$ cat src/rtl/blk_xfer_pkg.sv
package blk_xfer_pkg;
  typedef enum logic [1:0] {
    XT_SINGLE = 2'd0,
    XT_MULTI  = 2'd1,
    XT_STREAM = 2'd2,
    XT_RSVD   = 2'd3
  } xfer_kind_e;

  localparam logic [1:0] A_MODE  = 2'd0;
  localparam logic [1:0] A_LEN   = 2'd1;
  localparam logic [1:0] A_COUNT = 2'd2;
  localparam logic [1:0] A_CMD   = 2'd3;

  localparam int B_IEN   = 4;
  localparam int B_START = 0;
  localparam int B_STOP  = 1;
endpackage

$ cat src/rtl/blk_xfer_cfg.sv
module blk_xfer_cfg
  import blk_xfer_pkg::*;
#(
  parameter int DATA_W = 32,
  parameter int LEN_W  = 12,
  parameter int CNT_W  = 16
) (
  input  logic              clk,
  input  logic              rst,
  input  logic              we,
  input  logic [1:0]        addr,
  input  logic [DATA_W-1:0] wdata,
  output xfer_kind_e        kind_q,
  output logic              ien_q,
  output logic [LEN_W-1:0]  len_q,
  output logic [CNT_W-1:0]  cnt_q,
  output logic              start_p,
  output logic              stop_p
);
  always_ff @(posedge clk) begin
    if (rst) begin
      kind_q <= XT_SINGLE;
      ien_q  <= 1'b0;
      len_q  <= '0;
      cnt_q  <= '0;
    end else if (we) begin
      case (addr)
        A_MODE: begin
          kind_q <= xfer_kind_e'(wdata[1:0]);
          ien_q  <= wdata[B_IEN];
        end
        A_LEN:   len_q <= wdata[LEN_W-1:0];
        A_COUNT: cnt_q <= wdata[CNT_W-1:0];
        default: ;
      endcase
    end
  end

  assign start_p = we && (addr == A_CMD) && wdata[B_START];
  assign stop_p  = we && (addr == A_CMD) && wdata[B_STOP];
endmodule

$ cat src/rtl/blk_xfer_cnt.sv
module blk_xfer_cnt #(
  parameter int LEN_W = 12,
  parameter int CNT_W = 16
) (
  input  logic             clk,
  input  logic             rst,
  input  logic             clr,
  input  logic             step,
  input  logic [LEN_W-1:0] len_m1,
  output logic [LEN_W-1:0] byte_cnt,
  output logic [CNT_W-1:0] blk_cnt,
  output logic             blk_end
);
  assign blk_end = step && (byte_cnt == len_m1);

  always_ff @(posedge clk) begin
    if (rst || clr) begin
      byte_cnt <= '0;
      blk_cnt  <= '0;
    end else if (step) begin
      if (blk_end) begin
        byte_cnt <= '0;
        blk_cnt  <= blk_cnt + 1'b1;
      end else begin
        byte_cnt <= byte_cnt + 1'b1;
      end
    end
  end

  AST_BYTE_BOUND: assert property (@(posedge clk) disable iff (rst)
    byte_cnt <= len_m1);
  AST_BLK_STEP: assert property (@(posedge clk) disable iff (rst)
    (!clr && !step) |=> $stable(blk_cnt));
endmodule

$ cat src/rtl/blk_xfer_ctl.sv
module blk_xfer_ctl
  import blk_xfer_pkg::*;
#(
  parameter int LEN_W = 12,
  parameter int CNT_W = 16
) (
  input  logic             clk,
  input  logic             rst,
  input  logic             start_p,
  input  logic             stop_p,
  input  logic             err_in,
  input  logic             blk_end,
  input  logic [CNT_W-1:0] blk_cnt,
  input  xfer_kind_e       cfg_kind,
  input  logic [LEN_W-1:0] cfg_len,
  input  logic [CNT_W-1:0] cfg_cnt,
  output logic             clr,
  output logic             busy,
  output logic             eot,
  output logic             stop_req,
  output logic [LEN_W-1:0] act_len
);
  logic             counted, streaming, stop_pend;
  logic [CNT_W-1:0] target;
  logic             last_blk;

  assign clr      = start_p && !busy;
  assign last_blk = ({1'b0, blk_cnt} + 1'b1) == {1'b0, target};

  always_ff @(posedge clk) begin
    if (rst) begin
      busy      <= 1'b0;
      eot       <= 1'b0;
      stop_req  <= 1'b0;
      stop_pend <= 1'b0;
      counted   <= 1'b0;
      streaming <= 1'b0;
      target    <= '0;
      act_len   <= '0;
    end else begin
      stop_req <= 1'b0;
      if (!busy) begin
        if (start_p) begin
          busy      <= 1'b1;
          eot       <= 1'b0;
          stop_pend <= 1'b0;
          act_len   <= cfg_len;
          streaming <= (cfg_kind == XT_STREAM);
          counted   <= (cfg_kind == XT_SINGLE) ||
                       ((cfg_kind != XT_STREAM) && (cfg_cnt != '0));
          target    <= (cfg_kind == XT_SINGLE) ? CNT_W'(1) : cfg_cnt;
        end
      end else if (err_in) begin
        busy     <= 1'b0;
        eot      <= 1'b1;
        stop_req <= 1'b1;
      end else if (streaming && stop_p) begin
        busy     <= 1'b0;
        eot      <= 1'b1;
        stop_req <= 1'b1;
      end else if (blk_end && counted && last_blk) begin
        busy <= 1'b0;
        eot  <= 1'b1;
      end else if (blk_end && !counted && !streaming && (stop_pend || stop_p)) begin
        busy     <= 1'b0;
        eot      <= 1'b1;
        stop_req <= 1'b1;
      end else if (stop_p && !counted) begin
        stop_pend <= 1'b1;
      end
    end
  end

  AST_STOP_PULSE: assert property (@(posedge clk) disable iff (rst)
    stop_req |=> !stop_req);
  AST_STOP_AT_END: assert property (@(posedge clk) disable iff (rst)
    stop_req |-> (!busy && eot));
  AST_START_CLEARS: assert property (@(posedge clk) disable iff (rst)
    clr |=> (busy && !eot));
  AST_BLK_LIMIT: assert property (@(posedge clk) disable iff (rst)
    (busy && counted) |-> (blk_cnt < target));
  AST_COUNTED_QUIET: assert property (@(posedge clk) disable iff (rst)
    (busy && counted && !err_in) |=> !stop_req);
  AST_EOT_HOLD: assert property (@(posedge clk) disable iff (rst)
    (eot && !clr) |=> eot);
endmodule

$ cat src/rtl/blk_xfer_seq.sv
module blk_xfer_seq
  import blk_xfer_pkg::*;
#(
  parameter int DATA_W = 32,
  parameter int LEN_W  = 12,
  parameter int CNT_W  = 16
) (
  input  logic              clk,
  input  logic              rst,
  input  logic              cfg_we,
  input  logic [1:0]        cfg_addr,
  input  logic [DATA_W-1:0] cfg_wdata,
  input  logic              byte_vld,
  input  logic              err_in,
  output logic              busy,
  output logic [CNT_W-1:0]  blk_cnt,
  output logic              eot,
  output logic              irq,
  output logic              stop_req
);
  xfer_kind_e       kind_q;
  logic             ien_q, start_p, stop_p, clr, step, blk_end;
  logic [LEN_W-1:0] len_q, act_len, byte_cnt;
  logic [CNT_W-1:0] cnt_q;

  blk_xfer_cfg #(.DATA_W(DATA_W), .LEN_W(LEN_W), .CNT_W(CNT_W)) u_cfg (
    .clk(clk), .rst(rst), .we(cfg_we), .addr(cfg_addr), .wdata(cfg_wdata),
    .kind_q(kind_q), .ien_q(ien_q), .len_q(len_q), .cnt_q(cnt_q),
    .start_p(start_p), .stop_p(stop_p));

  assign step = busy && byte_vld && !err_in;

  blk_xfer_cnt #(.LEN_W(LEN_W), .CNT_W(CNT_W)) u_cnt (
    .clk(clk), .rst(rst), .clr(clr), .step(step), .len_m1(act_len),
    .byte_cnt(byte_cnt), .blk_cnt(blk_cnt), .blk_end(blk_end));

  blk_xfer_ctl #(.LEN_W(LEN_W), .CNT_W(CNT_W)) u_ctl (
    .clk(clk), .rst(rst), .start_p(start_p), .stop_p(stop_p),
    .err_in(err_in), .blk_end(blk_end), .blk_cnt(blk_cnt),
    .cfg_kind(kind_q), .cfg_len(len_q), .cfg_cnt(cnt_q),
    .clr(clr), .busy(busy), .eot(eot), .stop_req(stop_req),
    .act_len(act_len));

  assign irq = eot && ien_q;

  AST_IRQ_QUIET: assert property (@(posedge clk) disable iff (rst)
    busy |-> !irq);
  AST_NO_STEP_IDLE: assert property (@(posedge clk) disable iff (rst)
    !busy |=> $stable(byte_cnt) || (byte_cnt == '0));
endmodule

$ cat config.mk
export PLATFORM = sky130hd
export DESIGN_NAME = blk_xfer_seq
export DESIGN_NICKNAME = d
export VERILOG_FILES = /design/src/rtl/blk_xfer_pkg.sv /design/src/rtl/blk_xfer_cfg.sv /design/src/rtl/blk_xfer_cnt.sv /design/src/rtl/blk_xfer_ctl.sv /design/src/rtl/blk_xfer_seq.sv
export SDC_FILE = /design/constraint.sdc
export NUM_CORES = 1
export LEC_CHECK = 0
export BUFFER_PORTS_ARGS = -buffer_cell sky130_fd_sc_hd__buf_2
export CORE_MARGIN = 8
export CORE_UTILIZATION = 55
export DETAILED_ROUTE_END_ITERATION = 16
export PLACE_DENSITY = 0.8
export SYNTH_ARGS = -nofsm -noshare
export SYNTH_HDL_FRONTEND = slang
export SYNTH_HIERARCHICAL = 1
export SYNTH_SLANG_ARGS = --single-unit
$ cat constraint.sdc
create_clock -name clk -period 3.8 [get_ports clk]
set_input_delay 0.19 -clock clk [delete_from_list [all_inputs] [get_ports clk]]
set_output_delay 0.19 -clock clk [all_outputs]
set_load 0.01 [all_outputs]
==> summary.md <==
| Metric | Value |
|---|---|
| Status | `complete, no violations` |
| CP Launch Point | `u_cnt/blk_cnt[2]` |
| HP Start | `cfg_wdata[14]` |
| Via count | `3759` |
| Met1 WL | `4.885 mm` |
| Relative slew slack | `0.4331` |
| Synth Warn # | `6` |
| Register bit total from synthesis | `93` |
| Main synth FF type | `dfxtp_1` |
| Post_cts resized | `0` |
| Die height | `107.5 um` |
| Dpl hpwl | `7.310 mm` |
| Crit path DAT | `2.49 ns` |
| CTS tree | `yes` |
| Cell Area, Synth | `4609 um2` |
| Most frequent cells in the layout | `dfxtp_1, nand2b_1, nor2_1, buf_2, nand2_1` |
| Row Count | `33` |
| Root buffer cell | `clkbuf_8` |
| Filler cells | `694` |
| Routed wl met2 | `4.526 mm` |
| Max-cap violation count | `0` |
| Setup Fix Bufs, Post-CTS | `0` |
| Core Footprint | `8175 um2` |
| CTS Buf Count | `9` |
| First-pass GRT wire length | `17.17 mm` |
| RSZ-0062 raised after global routing | `false` |
| Worst skew pair latency | `0.36 ns` |
| TritonRoute pass-1 iters | `4` |
| Worst-margin pin slew | `0.8473 ns` |
| Ys async rst share | `0` |
| Top post-synthesis cells by area | `dfxtp_1, mux2i_1, nand2b_1` |
| Port bufs | `42` |
| Worst path slowest cell | `dfxtp_1` |
| Post-synth top area cell | `dfxtp_1` |
| Clock Skews | `0.01227 ns` |
| # DRC | `0` |
| Antenna Violating Nets Remaining | `0` |
| Clk buf depth | `2` |
| Period utilization | `0.5779` |
| Post-Synthesis Cells | `526` |
| CP Buf/Inv Count | `0` |
| Post-synth EDFFs | `0` |
| WS Path Type | `reg2reg` |
| Min-delay worst type | `in2reg` |
| Die W | `107.5 um` |
| Cells along the critical path | `nand3_1, nor3b_1, nand4_1, or3_1, a21oi_1` |
| DRT iter0 DRCs | `257` |
| Final hold viol count | `0` |
| Placed inst area | `4821 um2` |
| Crit-path max FO | `13` |
| Layout cells sized above 1 | `0.1429` |
| Aggregate negative setup slack | `0 ns` |
| Post-Syn Nets | `568` |
| Initial cell density of the core | `0.5638` |
| Grt ovf | `0` |
| Routed len/inst | `15.31 um` |
| Total track usage | `0.1799` |
| Vias in the first global route | `3524` |
| Highest clock rate | `455.3 MHz` |
| Largest net degree at the start of global routing | `82` |
| CP startpoint kind | `register` |
| Power per cell area | `343.2 nW/um2` |
| Nets | `597` |
| Fin area | `5012 um2` |
| Critical Path RT | `4.10 ns` |
| Top cell type's share of synthesized area | `0.4039` |
| # hold bufs at CTS | `0` |
| Post-synthesis sequential area ratio | `0.4039` |
| Gpl congestion | `0.8536` |
| CP delay by family, top | `simple AND/OR/NAND/NOR gates` |
| Metal3 WL | `620 um` |
| Max IR drop VDD | `187.2 uV` |
| Ant. Diodes | `0` |
| Initial antenna violation count | `0` |
| Reg-to-Reg Start | `u_cnt/blk_cnt[2]` |
| Netlist cell types | `56` |
| Critical path capture point type | `register` |
| Setup violations, final | `0` |
| CTS H-tree depth | `3` |
| Crit path time final | `2.196 ns` |
| Mapped Avg Cell Area | `8.763 um2` |
| Final wirelength | `10.18 mm` |
| I/O Pins | `59` |
| Highest routed layer | `met4` |
| P&R area growth vs syn | `8.741%` |
| Register Area | `1862 um2` |
| Commonest non-fill, non-tap cell in the layout | `dfxtp_1` |
| Multi-input gate area | `2546 um2` |
| Max Slew Vio Count | `0` |
| Clock-pin slew on the worst setup and hold paths | `0.10 ns` |
| Die area | `11570 um2` |
| CTS Sinks | `93` |
| Final core utilization | `0.6131` |
| Routed vias/inst | `5.653` |
| Pleak | `1.965 nW` |
| CP max stage delay | `0.58 ns` |
==> worst min-delay path, cell delays in order <==
cell and delay [ns]:
buf_2 0.09, nand2b_1 0.05, mux2i_1 0.06
==> synth_stat cells (3+ instances only) <==
cell type	instances
nand3b_1	5
nor3_1	9
a21oi_1	36
nor2_1	45
or4_1	3
xor2_1	29
o21ai_0	14
nor4_1	5
buf_1	4
nor2b_1	4
inv_1	12
nor3b_1	3
and3_1	3
mux2i_1	32
nand2b_1	50
dfxtp_1	93
or3_1	12
ha_1	3
and2_1	5
buf_6	3
xnor2_1	12
nand4_1	17
nand2_2	3
a211oi_1	4
nand3_1	15
buf_2	4
nand2_1	37
a22oi_1	16
clkbuf_1	13
==> final cells by class <==
type	instances	share of cell area
Clock buffer	9	0.02471
Sequential cell	93	0.3714
Timing Repair Buffer	45	0.04643
Clock inverter	7	0.01348
Multi-Input combinational cell	393	0.5080
Tap cell	105	0.02621
Inverter	13	0.009735
==> power breakdown <==
group          switching, mW  internal [mW]  total, mW
combinational         0.0508         0.0390     0.0898
sequential            0.0115          0.988      0.999
clock                  0.379          0.253      0.632
total                  0.441           1.28       1.72
==> per-layer routing <==
metal | vias to the layer above | global-route usage
li1 | 1894 | -
met1 | 1757 | 0.2549
met2 | 97 | 0.2618
met3 | 11 | 0.03533
met4 | 0 | 0.06739
met5 | - | 0
==> registers in the layout, indices dropped and copies added, names as in the netlist <==
register and flops:
u_cfg/ien_q 1, u_ctl/stop_req 1, u_cnt/byte_cnt 12, u_cnt/blk_cnt 16, u_cfg/kind_q 2, u_cfg/len_q 12
u_ctl/act_len 12, u_ctl/target 16, u_ctl/streaming 1, u_ctl/busy 1, u_cfg/cnt_q 16, u_ctl/counted 1
u_ctl/eot 1, u_ctl/stop_pend 1
==> cell families (layout without fill, tap and decap cells) <==
logic type               after synthesis  after routing  synth area share
multiplexers                          33             33           0.07193
AO/OA/AOI/OAI                         84             84            0.1143
adder cells (fa/ha/maj)                3              3          0.008144
buffers and inverters                 40             74           0.04370
XOR/XNOR                              41             41           0.07790
flip-flops                            93             93            0.4039
AND/OR/NAND/NOR                      232            232            0.2801
==> per-stage QoR <==
stage | std cells | hold WS [ns] | setup slack, ns | power (mW)
6_report | 665 | 0.07770 | 1.604 | 1.720
2_1_floorplan | 526 | 0.3453 | 1.621 | 1.083
5_1_grt | 665 | 0.1013 | 1.353 | 1.789
3_5_place_dp | 649 | 0.4506 | 1.632 | 1.111
4_1_cts | 665 | 0.07012 | 1.590 | 1.728
3_3_place_gp | 649 | 0.4396 | 1.637 | 1.108
==> worst paths after layout <==
| kind | to | slack [ns] | cells past startpoint |
|---|---|---|---|
| setup / recovery | u_cnt/blk_cnt[9] | 1.60 | 5 |
| hold / removal | u_cfg/cnt_q[14] | 0.08 | 3 |
| setup reg to reg | u_cnt/blk_cnt[9] | 1.60 | 5 |
| hold reg to reg | u_ctl/stop_pend | 0.46 | 2 |
Power figures use the tool's default switching activity.
